File: config.mk
export PLATFORM = sky130hd
export DESIGN_NAME = pagerom_rd_ctrl
export DESIGN_NICKNAME = d
export VERILOG_FILES = /design/src/rtl/pagerom_pkg.sv /design/src/rtl/pagerom_timer.sv /design/src/rtl/pagerom_loc_seq.sv /design/src/rtl/pagerom_pins.sv /design/src/rtl/pagerom_rd_ctrl.sv
export SDC_FILE = /design/constraint.sdc
export NUM_CORES = 1
export LEC_CHECK = 0
export BUFFER_PORTS_ARGS = -buffer_cell sky130_fd_sc_hd__buf_2
export CAP_MARGIN = 10
export CORE_MARGIN = 2
export CORE_UTILIZATION = 45
export DETAILED_ROUTE_END_ITERATION = 8
export GPL_TIMING_DRIVEN = 0
export PLACE_DENSITY_LB_ADDON = 0.3
export SYNTH_ARGS = -nofsm -noshare
export SYNTH_HDL_FRONTEND = slang
export SYNTH_SLANG_ARGS = --single-unit
File: constraint.sdc
create_clock -name clk -period 2.9 [get_ports clk]
set_input_delay 0.145 -clock clk [delete_from_list [all_inputs] [get_ports clk]]
set_output_delay 0.145 -clock clk [all_outputs]
set_load 0.03 [all_outputs]
File: src/rtl/pagerom_pkg.sv
`timescale 1ns/1ps
package pagerom_pkg;

    typedef enum logic [1:0] {
        OE_ACT_LOW  = 2'd0,
        OE_ACT_HIGH = 2'd1,
        OE_NONE     = 2'd2
    } oe_mode_e;

    typedef enum logic [1:0] {
        ST_PWRUP  = 2'd0,
        ST_IDLE   = 2'd1,
        ST_ACCESS = 2'd2,
        ST_FLOAT  = 2'd3
    } rd_state_e;

    typedef struct packed {
        logic valid;
        logic done;
        logic err;
    } beat_flags_t;

    function automatic int unsigned ns_to_cyc(input int unsigned ns, input int unsigned per_ns);
        return (ns + per_ns - 1) / per_ns;
    endfunction

    function automatic int unsigned max2(input int unsigned a, input int unsigned b);
        return (a > b) ? a : b;
    endfunction

endpackage

File: src/rtl/pagerom_timer.sv
`timescale 1ns/1ps
module pagerom_timer #(
    parameter int unsigned CNT_W   = 6,
    parameter int unsigned RST_VAL = 40
) (
    input  logic             clk,
    input  logic             rst,
    input  logic             load,
    input  logic [CNT_W-1:0] load_val,
    output logic             expired
);
    logic [CNT_W-1:0] cnt;

    always_ff @(posedge clk) begin
        if (rst)
            cnt <= CNT_W'(RST_VAL);
        else if (load)
            cnt <= load_val;
        else if (cnt != '0)
            cnt <= cnt - 1'b1;
    end

    assign expired = (cnt == '0);

    // an expired count without reload stays expired (no wrap)
    a_r4_no_underflow: assert property (@(posedge clk) disable iff (rst)
        (expired && !load) |=> expired);

endmodule

File: src/rtl/pagerom_loc_seq.sv
`timescale 1ns/1ps
module pagerom_loc_seq #(
    parameter int unsigned ADDR_W    = 23,
    parameter int unsigned PAGE_LOG2 = 2
) (
    input  logic            byte_mode,
    input  logic [ADDR_W:0] loc,
    output logic [ADDR_W:0] next_loc,
    output logic            page_cross,
    output logic            at_end
);
    localparam int unsigned LOC_W = ADDR_W + 1;
    localparam logic [LOC_W-1:0] WORD_PMASK = LOC_W'((1 << PAGE_LOG2) - 1);
    localparam logic [LOC_W-1:0] BYTE_PMASK = LOC_W'((1 << (PAGE_LOG2 + 1)) - 1);

    logic [LOC_W-1:0] pmask;

    always_comb begin
        pmask      = byte_mode ? BYTE_PMASK : WORD_PMASK;
        next_loc   = loc + 1'b1;
        page_cross = ((next_loc & pmask) == '0);
        at_end     = byte_mode ? (&loc) : (&loc[ADDR_W-1:0]);
    end

endmodule

File: src/rtl/pagerom_pins.sv
`timescale 1ns/1ps
module pagerom_pins import pagerom_pkg::*; #(
    parameter int unsigned ADDR_W  = 23,
    parameter oe_mode_e    OE_MODE = OE_ACT_LOW
) (
    input  logic              clk,
    input  logic              rst,
    input  logic              ce_on,
    input  logic              byte_mode,
    input  logic [ADDR_W:0]   loc,
    input  logic [15:0]       rom_dq,
    output logic              rom_ce_n,
    output logic              rom_oe,
    output logic              rom_wide,
    output logic [ADDR_W-1:0] rom_addr,
    output logic              rom_lsb_out,
    output logic              rom_lsb_oe,
    output logic [15:0]       cap_data
);
    localparam logic OE_IDLE = (OE_MODE == OE_ACT_LOW) ? 1'b1 : 1'b0;

    assign rom_ce_n    = !ce_on;
    assign rom_wide    = !byte_mode;
    assign rom_addr    = byte_mode ? loc[ADDR_W:1] : loc[ADDR_W-1:0];
    assign rom_lsb_out = byte_mode & loc[0];
    assign rom_lsb_oe  = byte_mode;
    assign cap_data    = byte_mode ? {8'h00, rom_dq[7:0]} : rom_dq;

    generate
        if (OE_MODE == OE_ACT_LOW) begin : g_oe_low
            assign rom_oe = !ce_on;
        end else if (OE_MODE == OE_ACT_HIGH) begin : g_oe_high
            assign rom_oe = ce_on;
        end else begin : g_oe_none
            assign rom_oe = 1'b0;
        end
    endgenerate

    // output enable rests at its idle level whenever the chip is deselected
    a_r11_oe_idle: assert property (@(posedge clk) disable iff (rst)
        rom_ce_n |-> (rom_oe == OE_IDLE));

    // in 8-bit operation the shared top pin is driven as an address input
    a_r7_lsb_driven: assert property (@(posedge clk) disable iff (rst)
        (!rom_ce_n && !rom_wide) |-> rom_lsb_oe);

endmodule

File: src/rtl/pagerom_rd_ctrl.sv
`timescale 1ns/1ps
module pagerom_rd_ctrl import pagerom_pkg::*; #(
    parameter int unsigned ADDR_W      = 23,
    parameter int unsigned LEN_W       = 8,
    parameter int unsigned PAGE_LOG2   = 2,
    parameter int unsigned CLK_NS      = 5,
    parameter int unsigned T_ACC_NS    = 120,
    parameter int unsigned T_PAGE_NS   = 25,
    parameter int unsigned T_FLOAT_NS  = 20,
    parameter int unsigned T_PWRUP_NS  = 200,
    parameter oe_mode_e    OE_MODE     = OE_ACT_LOW
) (
    input  logic              clk,
    input  logic              rst,
    input  logic              req_valid,
    output logic              req_ready,
    input  logic              req_byte_mode,
    input  logic [ADDR_W:0]   req_loc,
    input  logic [LEN_W-1:0]  req_len_m1,
    output logic              rd_valid,
    output logic [15:0]       rd_data,
    output logic              rd_done,
    output logic              rd_err,
    output logic              rom_ce_n,
    output logic              rom_oe,
    output logic              rom_wide,
    output logic [ADDR_W-1:0] rom_addr,
    output logic              rom_lsb_out,
    output logic              rom_lsb_oe,
    input  logic [15:0]       rom_dq
);
    localparam int unsigned ACC_CYC  = ns_to_cyc(T_ACC_NS,   CLK_NS);
    localparam int unsigned PAGE_CYC = ns_to_cyc(T_PAGE_NS,  CLK_NS);
    localparam int unsigned FLT_CYC  = ns_to_cyc(T_FLOAT_NS, CLK_NS);
    localparam int unsigned PWR_CYC  = ns_to_cyc(T_PWRUP_NS, CLK_NS);
    localparam int unsigned MAX_CYC  = max2(max2(ACC_CYC, PAGE_CYC), max2(FLT_CYC, PWR_CYC));
    localparam int unsigned CNT_W    = $clog2(MAX_CYC + 1);

    rd_state_e        state;
    logic [ADDR_W:0]  loc;
    logic             byte_q;
    logic [LEN_W-1:0] remaining;
    beat_flags_t      flags;

    logic             t_load;
    logic [CNT_W-1:0] t_val;
    logic             t_zero;
    logic [ADDR_W:0]  next_loc;
    logic             page_cross;
    logic             at_end;
    logic [15:0]      cap_data;
    logic             ce_on;
    logic             last_beat;

    pagerom_timer #(.CNT_W(CNT_W), .RST_VAL(PWR_CYC)) i_timer (
        .clk(clk), .rst(rst), .load(t_load), .load_val(t_val), .expired(t_zero)
    );

    pagerom_loc_seq #(.ADDR_W(ADDR_W), .PAGE_LOG2(PAGE_LOG2)) i_seq (
        .byte_mode(byte_q), .loc(loc), .next_loc(next_loc),
        .page_cross(page_cross), .at_end(at_end)
    );

    pagerom_pins #(.ADDR_W(ADDR_W), .OE_MODE(OE_MODE)) i_pins (
        .clk(clk), .rst(rst), .ce_on(ce_on), .byte_mode(byte_q), .loc(loc),
        .rom_dq(rom_dq), .rom_ce_n(rom_ce_n), .rom_oe(rom_oe), .rom_wide(rom_wide),
        .rom_addr(rom_addr), .rom_lsb_out(rom_lsb_out), .rom_lsb_oe(rom_lsb_oe),
        .cap_data(cap_data)
    );

    assign ce_on     = (state == ST_ACCESS);
    assign req_ready = (state == ST_IDLE);
    assign last_beat = (remaining == '0) || at_end;

    always_comb begin
        t_load = 1'b0;
        t_val  = '0;
        if (state == ST_IDLE && req_valid) begin
            t_load = 1'b1;
            t_val  = CNT_W'(ACC_CYC);
        end else if (state == ST_ACCESS && t_zero) begin
            t_load = 1'b1;
            if (last_beat)       t_val = CNT_W'(FLT_CYC);
            else if (page_cross) t_val = CNT_W'(ACC_CYC);
            else                 t_val = CNT_W'(PAGE_CYC);
        end
    end

    always_ff @(posedge clk) begin
        if (rst) begin
            state     <= ST_PWRUP;
            loc       <= '0;
            byte_q    <= 1'b0;
            remaining <= '0;
            flags     <= '0;
            rd_data   <= '0;
        end else begin
            flags <= '0;
            case (state)
                ST_PWRUP: if (t_zero) state <= ST_IDLE;
                ST_IDLE: begin
                    if (req_valid) begin
                        state     <= ST_ACCESS;
                        byte_q    <= req_byte_mode;
                        loc       <= req_byte_mode ? req_loc : {1'b0, req_loc[ADDR_W-1:0]};
                        remaining <= req_len_m1;
                    end
                end
                ST_ACCESS: begin
                    if (t_zero) begin
                        flags.valid <= 1'b1;
                        rd_data     <= cap_data;
                        if (last_beat) begin
                            flags.done <= 1'b1;
                            flags.err  <= (remaining != '0);
                            state      <= ST_FLOAT;
                        end else begin
                            loc       <= next_loc;
                            remaining <= remaining - 1'b1;
                        end
                    end
                end
                ST_FLOAT: if (t_zero) state <= ST_IDLE;
                default:  state <= ST_IDLE;
            endcase
        end
    end

    assign rd_valid = flags.valid;
    assign rd_done  = flags.done;
    assign rd_err   = flags.err;

    // settling period keeps the ROM deselected and the request port closed
    a_r1_pwrup_quiet: assert property (@(posedge clk) disable iff (rst)
        (state == ST_PWRUP) |-> (rom_ce_n && !req_ready));

    // the controller only offers to take a request while the ROM is deselected
    a_r2_ready_idle: assert property (@(posedge clk) disable iff (rst)
        req_ready |-> rom_ce_n);

    // burst completion coincides with a returned item
    a_r8_done_with_data: assert property (@(posedge clk) disable iff (rst)
        rd_done |-> rd_valid);

    // the overrun flag only accompanies burst completion
    a_r9_err_at_done: assert property (@(posedge clk) disable iff (rst)
        rd_err |-> rd_done);

    // width select is frozen while the chip is selected
    a_r12_width_steady: assert property (@(posedge clk) disable iff (rst)
        (!rom_ce_n && $past(!rom_ce_n)) |-> $stable(rom_wide));

endmodule

### Word level (Yosys, flattened, before mapping)

Index checks and enable logic that the tools add are counted.

| operators by class | value |
|---|---|
| divide/modulo/power cells | 0 |
| bitwise operators | 5 |
| add/sub/neg operators | 3 |
| reduce and logical (&&, ||, !) cells | 23 |
| multiply operators | 0 |
| equality and inequality tests | 8 |
| magnitude comparators | 0 |
| mux-type cells | 28 |
| shift-type cells | 0 |

Operators with widths:

| operator | number |
|---|---|
| 2-to-1 mux 24 bit | 4 |
| case mux 24 bit (2 select lines) | 1 |
| adder 24 x 1 -> 24 bit, second input constant | 1 |
| AND 24 bit | 1 |
| logical NOT 24 bit | 1 |
| 2-to-1 mux 8 bit | 3 |
| AND reduction 24 bit | 1 |
| 2-to-1 mux 23 bit | 1 |
| AND reduction 23 bit | 1 |
| 2-to-1 mux 5 bit | 4 |
| 2-to-1 mux 16 bit | 1 |
| case mux 8 bit (2 select lines) | 1 |
| 2-to-1 mux 6 bit | 2 |
| 2-to-1 mux 2 bit | 5 |
| logical NOT 8 bit | 1 |
| inequality test 2 bit, second input constant | 4 |
| AND reduction 4 bit | 2 |
| nonzero test 8 bit | 1 |
| subtractor 8 x 1 -> 8 bit, second input constant | 1 |
| logical NOT 6 bit | 1 |
| 2-to-1 mux 3 bit | 2 |
| case mux 2 bit (3 select lines) | 1 |
| nonzero test 6 bit | 1 |
| subtractor 6 x 1 -> 6 bit, second input constant | 1 |
| 15 further kinds | 25 |

| word-level totals | value |
|---|---|
| bits in latches | 0 |
| memories | 0 |
| bits in read-only memories | 0 |
| register bits after elaboration | 60 |
| bits in writable memories | 0 |
| bits of input ports | 52 |

### Depth between registers and ports, before layout

Gate-level depths: netlist of run 1.

| logic depth | value |
|---|---|
| word-level depth | 8 |
| gate-level depth with buffers | 11 |

### Hierarchy

Synthesis of run 1 repeated with hierarchy kept, for this count alone.

| unflattened totals | value |
|---|---|
| cell total of the unflattened synthesis | 450 |
| area total of the unflattened synthesis | 4028.9 um2 |

By module, submodules not included:

| module | times used | area each (um2) | seq. area each (um2) | cells an instance |
|---|---|---|---|---|
| pagerom_rd_ctrl | 1 | 2602.5 | 1081.0 | 286 |
| pagerom_pins | 1 | 529.3 | 0.0 | 48 |
| pagerom_loc_seq | 1 | 515.5 | 0.0 | 69 |
| pagerom_timer | 1 | 381.6 | 120.1 | 47 |

### Least setup slack after synthesis of run 1

No wires, ideal clock.

| path | value |
|---|---|
| path type | register to register |
| start point | reg state[0] |
| end point | reg loc[0] |
| arrival | 2.166 ns |
| slack | 0.647 ns |
| required time | 2.814 ns |
| period minus slack after synthesis | 2.253 ns |
| stages on the path, launching flop included | 11 |
| library setup time | 0.086 ns |
| buffers on the path | 2 |
| path through | dfxtp_1 inv_1 ha_1 clkbuf_1 clkinv_1 or3_4 nor3_4 o2bb2ai_2 buf_6 o21ai_2 a221oi_2 |

| between the ends | value |
|---|---|
| cells in the longest elaborated chain, start to end | 3 |
| elaborated cells between the ends (all ways) | 8 |

Ends and longest elaborated chain:

| element | RTL line | source |
|---|---|---|
| start, declared | pagerom_rd_ctrl.sv:39 | `rd_state_e state;` |
| start signal, assigned | pagerom_rd_ctrl.sv:91 | `state <= ST_PWRUP;` |
| start signal, assigned | pagerom_rd_ctrl.sv:100 | `ST_PWRUP: if (t_zero) state <= ST_IDLE;` |
| start signal, assigned | pagerom_rd_ctrl.sv:103 | `state <= ST_ACCESS;` |
| equality test 2 bit / equality test 2 x 1 -> 1 bit (equally long branches) | pagerom_rd_ctrl.sv:99 | `case (state)` |
| inequality test 2 bit (no line) / nonzero test 2 bit (equally long branches) | - |  |
| AND reduction 4 bit (no line) | - |  |
| end signal, assigned | pagerom_rd_ctrl.sv:105 | `loc <= req_byte_mode ? req_loc : {1'b0, req_loc[ADDR_W-1:0]};` |
| end signal, assigned | pagerom_rd_ctrl.sv:118 | `loc <= next_loc;` |
| end, declared | pagerom_rd_ctrl.sv:40 | `logic [ADDR_W:0] loc;` |

Several ways; a longest one is shown, not always the timed one.
A chain may end at the register's enable or synchronous reset.

### Worst setup path in the final report of run 1

| path | value |
|---|---|
| start point | reg state[0] |
| end point | out rom_oe |

| between the ends | value |
|---|---|
| cells in the longest elaborated chain, start to end | 2 |

Ends and longest elaborated chain:

| element | RTL line | source |
|---|---|---|
| equality test 2 bit | pagerom_rd_ctrl.sv:71 | `assign ce_on = (state == ST_ACCESS);` |
| logical NOT 1 bit | pagerom_pins.sv:31 | `assign rom_oe = !ce_on;` |
| end, declared | pagerom_rd_ctrl.sv:25 | `output logic rom_oe,` |

No other way between the ends.

==> reports/metrics.yaml, run 1 <==
run_status:
  status: "finished, final reports clean"
timing:
  period_minus_slack_ps: 2740
  drv_slew: 0
  fin_crit_sh: 0.945
  final.setup.tns_ps: 0
  worst_pin_slew_ps: 664
  finalClockSkew_ps: 13.4
  hold_violations: 0
  max_freq_ghz: 0.365
  relSlewSlack: 0.557
  rsz0062_at_grt: "no"
  setup_viol: 0
synthesis:
  synth-seq-area-share: 0.339
  syn_inst: 463
  synth_top_area_share: 0.339
  synth_fa_ha_area_frac: 0.0282
  netlist-cell-type-count: 53
  avgSynthCellArea_um2: 7.66
  synth.area.top_cells: "dfxtp_1 34%, a21oi_1 8.2%, mux2_2 5.7%"
  synth_top_family_by_area: "simple AND/OR/NAND/NOR gates"
  yosysWarningCount: 0
  synth-compound-area-share: 0.252
  syn_nets: 523
  netlist_area_mm2: 0.00355
  ys.flop_type: "dfxtp_1"
  yosys.area.top_type: "dfxtp_1"
  ys_seq_elements: 60
  synth-edff-count: 0
  synthMuxAreaShare: 0.0600
  synthSimpleGateAreaFrac: 0.257
  synthXorXnorAreaFrac: 0.00741
  async_reset_ff_frac: 0
min_path:
  hold_path_depth: 3
  hp-class: "in2reg"
routing:
  wl_per_cell_um: 17.2
  drt_iter0_markers: 361
  avgViaCountPerCell: 5.98
  drc: 0
  firstDrtPassIters: 5
  routed-via-count: 4065
  drtAntennaViolNets: 0
  drt_wl_total_um: 11700
cts:
  cts-buffers-inserted: 9
  clk_pin_slew_ps: 70
  clockBufferDepth: 2
  clock_latency_ps: 350
  cts_tree: "yes"
  cts_sinks: 60
  root_buffer: "clkbuf_8"
  postCtsSetupBuffers: 0
  htree_levels: 3
placed_design:
  placed_area_mm2: 0.00417
  io_buffers: 99
  routabilityCongestion: 0.920
  dp_hpwl_um: 8190
die:
  row_count: 32
  fp.dieH_um: 92.8
  io_pins: 100
  die-area_mm2: 0.00861
  start_util: 0.461
  dieWidth_um: 92.8
  core_region_area_mm2: 0.00769
setup_path:
  r2r_cells: 8
  startpoint_type: "flop"
  path_class: "reg2out"
  cp_data_arrival_time_ps: 2590
  critical_path_required_ps: 2760
  cp-end-kind: "output port"
  cp_max_fo: 11
run:
  timing.max_cap.violations: 0
pwr:
  vdd_drop_max_v: 0.000357
  power_leakage_uw: 0.00174
  intPower_uw: 1860
  share_comb_of_total_power: 0.395
  power_density_mw_per_mm2: 717
  p_sw_uw: 1290
  p_sw_frac: 0.410
  clkPwrFrac: 0.276
  seqPwrFrac: 0.329
global_routing:
  grt_first_pass_wirelength_um: 18600
  globalRouteOverflowTotal: 0
  grtUsageTotal: 0.272
  antenna_found_initial: 0
  grt_max_degree: 12
  grt_pass1_vias: 3772
layout:
  drive_gt1_frac: 0.265
  layout.nets: 633
  antennaDiodeCount: 0
  final_area_mm2: 0.00440
  area.growth.synth_to_final_pct: 24.1
## per-layer routing
layer  wire length (um)  track usage
met1               5050        0.363
met2               5420        0.423
met3                933       0.0488
met4                305        0.130
met5                  0            0
## logic make-up (layout without fill, tap and decap cells)
kind of cell | Yosys count | in the layout
xor gates and xnor gates | 3 | 3
adders and majority gates | 8 | 8
buffers and inverters | 48 | 163
AOI/OAI and AO/OA | 145 | 145
muxes | 19 | 19
and+or+nand+nor | 180 | 180
DFF | 60 | 60
## registers in the layout, indices dropped and copies added (netlist names)
signal       flops
rd_data         16
rd_err           1
loc             24
i_timer.cnt      6
byte_q           1
rd_valid         1
remaining        8
state            2
rd_done          1
## area by class of cell
| type | instances | area, um^2 |
|---|---|---|
| Buffer | 34 | 153 |
| Clock buffer | 10 | 138 |
| Clock inverter | 6 | 87.6 |
| Fill cell | 745 | 3290 |
| Inverter | 14 | 52.6 |
| Multi-Input combinational cell | 355 | 2150 |
| Sequential cell | 60 | 1200 |
| Tap cell | 102 | 128 |
| Timing Repair Buffer | 99 | 495 |
## repair_timing
item	in CTS	in global routing
hold buffers	0	0
gates resized for setup	0	4
setup endpoints to repair	0	38
## cell usage in the layout, fill, tap and decap left out, drive strengths merged, types with 8 or more instances in the layout
master  synthesis  routed
ha              8       8
o32ai           8       8
dfxtp          60      60
nor3           20      20
nor2b          10      10
nor2           33      33
nand2          48      48
o21ai          42      42
nand3          15      15
and3           11      11
inv            13      14
buf             8     107
clkbuf         26      36
nand2b          8       8
nand4          11      11
a21oi          58      58
mux2           18      18
## cell usage after synthesis, drive strengths merged (3+ instances only)
cell      n
a211oi    7
a21oi    58
a31oi     3
and2      5
and3     11
buf       8
clkbuf   26
dfxtp    60
ha        8
inv      13
mux2     18
nand2    48
nand2b    8
nand3    15
nand4    11
nor2     33
nor2b    10
nor3     20
nor4      7
o21a      3
o21ai    42
o2bb2ai   6
o31ai     3
o32ai     8
or3       7
## critical path: stages, from the launching register on
cell      delay (ps)
dfxtp_1          390
inv_1             60
ha_1             200
clkbuf_1         200
inv_2            200
clkbuf_1         430
clkbuf_2         410
buf_4            170
buf_2            180
## per-stage QoR
| stage | setup WS, ps | std cells | util | total power [uW] | hold WS, ps |
|---|---|---|---|---|---|
| 2_1_floorplan | 647 | 463 | - | 1900 | 281 |
| 3_3_place_gp | 241 | 664 | 0.542 | 2220 | 388 |
| 3_5_place_dp | 201 | 664 | 0.542 | 2260 | 397 |
| 4_1_cts | 3.30 | 680 | 0.572 | 3120 | 27.7 |
| 5_1_grt | 19.4 | 680 | 0.572 | 3320 | 30.7 |
| 6_report | 160 | 680 | 0.572 | 3160 | 37.7 |
## worst paths after layout
kind,startpoint,endpoint,slack (ps)
worst max register to register,loc[14]$_SDFFE_PP0P_,loc[8]$_SDFFE_PP0P_,230
worst min-delay path,rom_dq[6],rd_data[6]$_SDFFE_PP0N_,40
worst min register to register,rd_data[4]$_SDFFE_PP0N_,rd_data[4]$_SDFFE_PP0N_,460
worst max-delay path,state[0]$_SDFFE_PP0P_,rom_oe,160
## power groups by stage
stage                     clock, uW  combinational (uW)  sequential (uW)
after floorplan                   0                 871             1030
after global placement            0                1180             1050
after detailed placement          0                1210             1050
after CTS                       875                1210             1030
after global routing            915                1350             1050
final                           871                1250             1040
Note: power is estimated with default switching activity, not from simulation.
==> run 2, diff against run 1 <==
--- a/config.mk
+++ b/config.mk
@@ -14,4 +14,5 @@
 export PLACE_DENSITY_LB_ADDON = 0.3
 export SYNTH_ARGS = -nofsm -noshare
 export SYNTH_HDL_FRONTEND = slang
+export SYNTH_HIERARCHICAL = 1
 export SYNTH_SLANG_ARGS = --single-unit
==> run 2 against run 1 <==
Area after synthesis up 14%. Via count down 11%. Final area up 10%. Sequential share of layout area down 2.5 points. Sequential power up 4%. Synthesized cell count down 2.8%. Core utilization down 1.6 points. Register-to-register slack worse by 50 ps. Largest cell class unchanged. Non-clock buffer count down 4.
==> reports/metrics.yaml, run 2 <==
min_path:
  hp-class: "in2reg"  # unchanged
synthesis:
  async_reset_ff_frac: 0  # unchanged
  synth_common_cells: "60 x dfxtp_1, 60 x nand2_1, 34 x nor3_1"  # was 60 x dfxtp_1, 58 x a21oi_1, 48 x nand2_1
  synth-seq-area-share: 0.298  # was 0.339
  syn_inst: 450  # was 463
  netlist_area_mm2: 0.00403  # was 0.00355 mm^2
  netlist-cell-type-count: 55  # was 53
  ys.flop_type: "dfxtp_1"  # unchanged
  synth.area.top_cells: "dfxtp_1 30%, mux2_4 7.5%, mux2i_1 6.5%"  # was dfxtp_1 34%, a21oi_1 8.2%, mux2_2 5.7%
  synth_top_area_share: 0.298  # was 0.339
  synth-edff-count: 0  # unchanged
  ys_seq_elements: 60  # unchanged
  avgSynthCellArea_um2: 8.95  # was 7.66 um^2
  yosys.area.top_type: "dfxtp_1"  # unchanged
  yosysWarningCount: 6  # was 0
run:
  timing.max_cap.violations: 0  # unchanged
routing:
  wl_per_cell_um: 14.9  # was 17.2 um
  firstDrtPassIters: 4  # was 5
  drt_wl_total_um: 9940  # was 11,700 um
  avgViaCountPerCell: 5.44  # was 5.98
  drc: 0  # unchanged
  drtAntennaViolNets: 0  # unchanged
  drt_iter0_markers: 129  # was 361
  routed-via-count: 3622  # was 4,065
layout:
  layout.nets: 613  # was 633
  area.growth.synth_to_final_pct: 20.5  # was 24.1%
  drive_gt1_frac: 0.328  # was 0.265
  seq_area_mm2: 0.00120  # unchanged
  layout_common_cells: "95 x buf_2, 60 x nand2_1, 60 x dfxtp_1"  # was 102 x buf_2, 60 x dfxtp_1, 58 x a21oi_1
  num-fill-cells: 807  # was 745
  layout_commonest_cell: "buf_2"  # unchanged
  largestRegisters: "loc (24), rd_data (16), remaining (8)"  # unchanged
  largest_reg_flops: 24  # unchanged
  antennaDiodeCount: 0  # unchanged
  multi_input_area_mm2: 0.00249  # was 0.00215 mm^2
  regMostFlops: "loc"  # unchanged
global_routing:
  grt_first_pass_wirelength_um: 16300  # was 18,600 um
  antenna_found_initial: 0  # unchanged
  grt_pass1_vias: 3429  # was 3,772
  grtUsageTotal: 0.206  # was 0.272
  globalRouteOverflowTotal: 0  # unchanged
  grt_max_degree: 12  # unchanged
cts:
  clock_latency_ps: 360  # was 350 ps
  clockBufferDepth: 2  # unchanged
  cts-buffers-inserted: 9  # unchanged
  root_buffer: "clkbuf_8"  # unchanged
  cts_sinks: 60  # unchanged
  htree_levels: 3  # unchanged
  cts_hold_buf: 0  # unchanged
  cts_tree: "yes"  # unchanged
  clk_pin_slew_ps: 80  # was 70 ps
setup_path:
  startpoint_type: "flop"  # unchanged
  cp_max_fo: 10  # was 11
  cp-end-kind: "flop"  # was output port
  cp_data_arrival_time_ps: 2990  # was 2590 ps
  critical_path_required_ps: 3170  # was 2760 ps
  path_class: "reg2reg"  # was reg2out
  r2r_setup_slack_ps: 180  # was 230 ps
timing:
  relSlewSlack: 0.484  # was 0.557
  rsz0062_at_grt: "no"  # unchanged
  period_minus_slack_ps: 2720  # was 2740 ps
  drv_slew: 0  # unchanged
  hold_violations: 0  # unchanged
  max_freq_ghz: 0.367  # was 0.365 GHz
  setup_viol: 0  # unchanged
  finalClockSkew_ps: 14.7  # was 13.4 ps
  setup_ws_ps: 176  # was 160 ps
  fin_crit_sh: 0.939  # was 0.945
  worst_pin_slew_ps: 775  # was 664 ps
  final.setup.tns_ps: 0  # unchanged
placed_design:
  routabilityCongestion: 0.849  # was 0.920
  io_buffers: 90  # was 99
  dp_hpwl_um: 7380  # was 8190 um
  dpl_worst_slack_ps: 115  # was 201 ps
die:
  dieWidth_um: 98.6  # was 92.8 um
  row_count: 34  # was 32
  io_pins: 100  # unchanged
  core_region_area_mm2: 0.00872  # was 0.00769 mm^2
  fp.dieH_um: 98.6  # was 92.8 um
  die-area_mm2: 0.00973  # was 0.00861 mm^2
  start_util: 0.462  # was 0.461
pwr:
  power_leakage_uw: 0.00198  # was 0.00174 uW
  vdd_drop_max_v: 0.000533  # was 0.000357 V
  power_density_mw_per_mm2: 593  # was 717 mW/mm^2
run_status:
  status: "finished, final reports clean"  # unchanged
-- run 2: metrics by stage --
stage | cells | util | instance area (um^2) | hold slack (ps) | total power (uW)
2_1_floorplan | 451 | - | 4030 | 293 | 1820
3_3_place_gp | 649 | 0.530 | 4620 | 396 | 2000
3_5_place_dp | 649 | 0.530 | 4620 | 407 | 2030
4_1_cts | 665 | 0.555 | 4840 | 26.7 | 2900
5_1_grt | 666 | 0.557 | 4850 | 36.5 | 3040
6_report | 666 | 0.557 | 4850 | 37.2 | 2880
-- run 2: layout make-up --
cell class                 instances  share of cell area
multi-input combinational        332               0.514
sequential                        60               0.247
timing repair buffer              91              0.0944
buffer                            38              0.0513
clock buffer                      10              0.0284
tap                              108              0.0278
inverter                          21              0.0191
clock inverter                     6              0.0180
-- run 2: cell families (layout without fill, tap and decap cells) --
kind of cell,after synthesis,count (layout),synth area share
AOI/OAI and AO/OA,83,83,0.178
buffers and inverters,59,166,0.0848
adders and majority gates,8,8,0.0248
DFF,60,60,0.298
xor gates and xnor gates,24,24,0.0522
muxes,51,51,0.153
and+or+nand+nor,164,164,0.208
other,1,2,0.000931
-- run 2: worst max-delay path, stage by stage, from the launching register on --
cell	delay (ps)
dfxtp_1	470
ha_1	250
and4_1	320
nor4b_4	230
buf_4	200
o2111a_1	320
a2111oi_4	90
or2_1	280
buf_6	140
buf_6	150
a211oi_2	180
-- run 2: worst paths after layout --
kind,startpoint,end,cells after the start
max,loc[0]$_SDFFE_PP0P_,loc[11]$_SDFFE_PP0P_,10
min,rom_dq[5],rd_data[5]$_SDFFE_PP0P_,3
max reg2reg,loc[0]$_SDFFE_PP0P_,loc[11]$_SDFFE_PP0P_,10
min reg2reg,rd_data[5]$_SDFFE_PP0P_,rd_data[5]$_SDFFE_PP0P_,2
-- run 2: per-layer routing --
layer | wire length [um] | GRT usage | share of wire
met4 | 145 | 0.0706 | 0.015
met1 | 4340 | 0.256 | 0.44
met2 | 4970 | 0.355 | 0.50
met5 | 0 | 0 | 0
met3 | 485 | 0.0454 | 0.049
-- run 2: timing repair --
| item | 4_1_cts | 5_1_grt |
|---|---|---|
| endpoints found under the hold margin | 0 | 0 |
| resized for setup | 0 | 1 |
| setup endpoints to repair | 0 | 24 |
| setup buffers | 0 | 1 |
-- run 2: power by group --
part           switching (uW)  internal [uW]
clock network             354            507
registers                 155            925
logic                     507            431
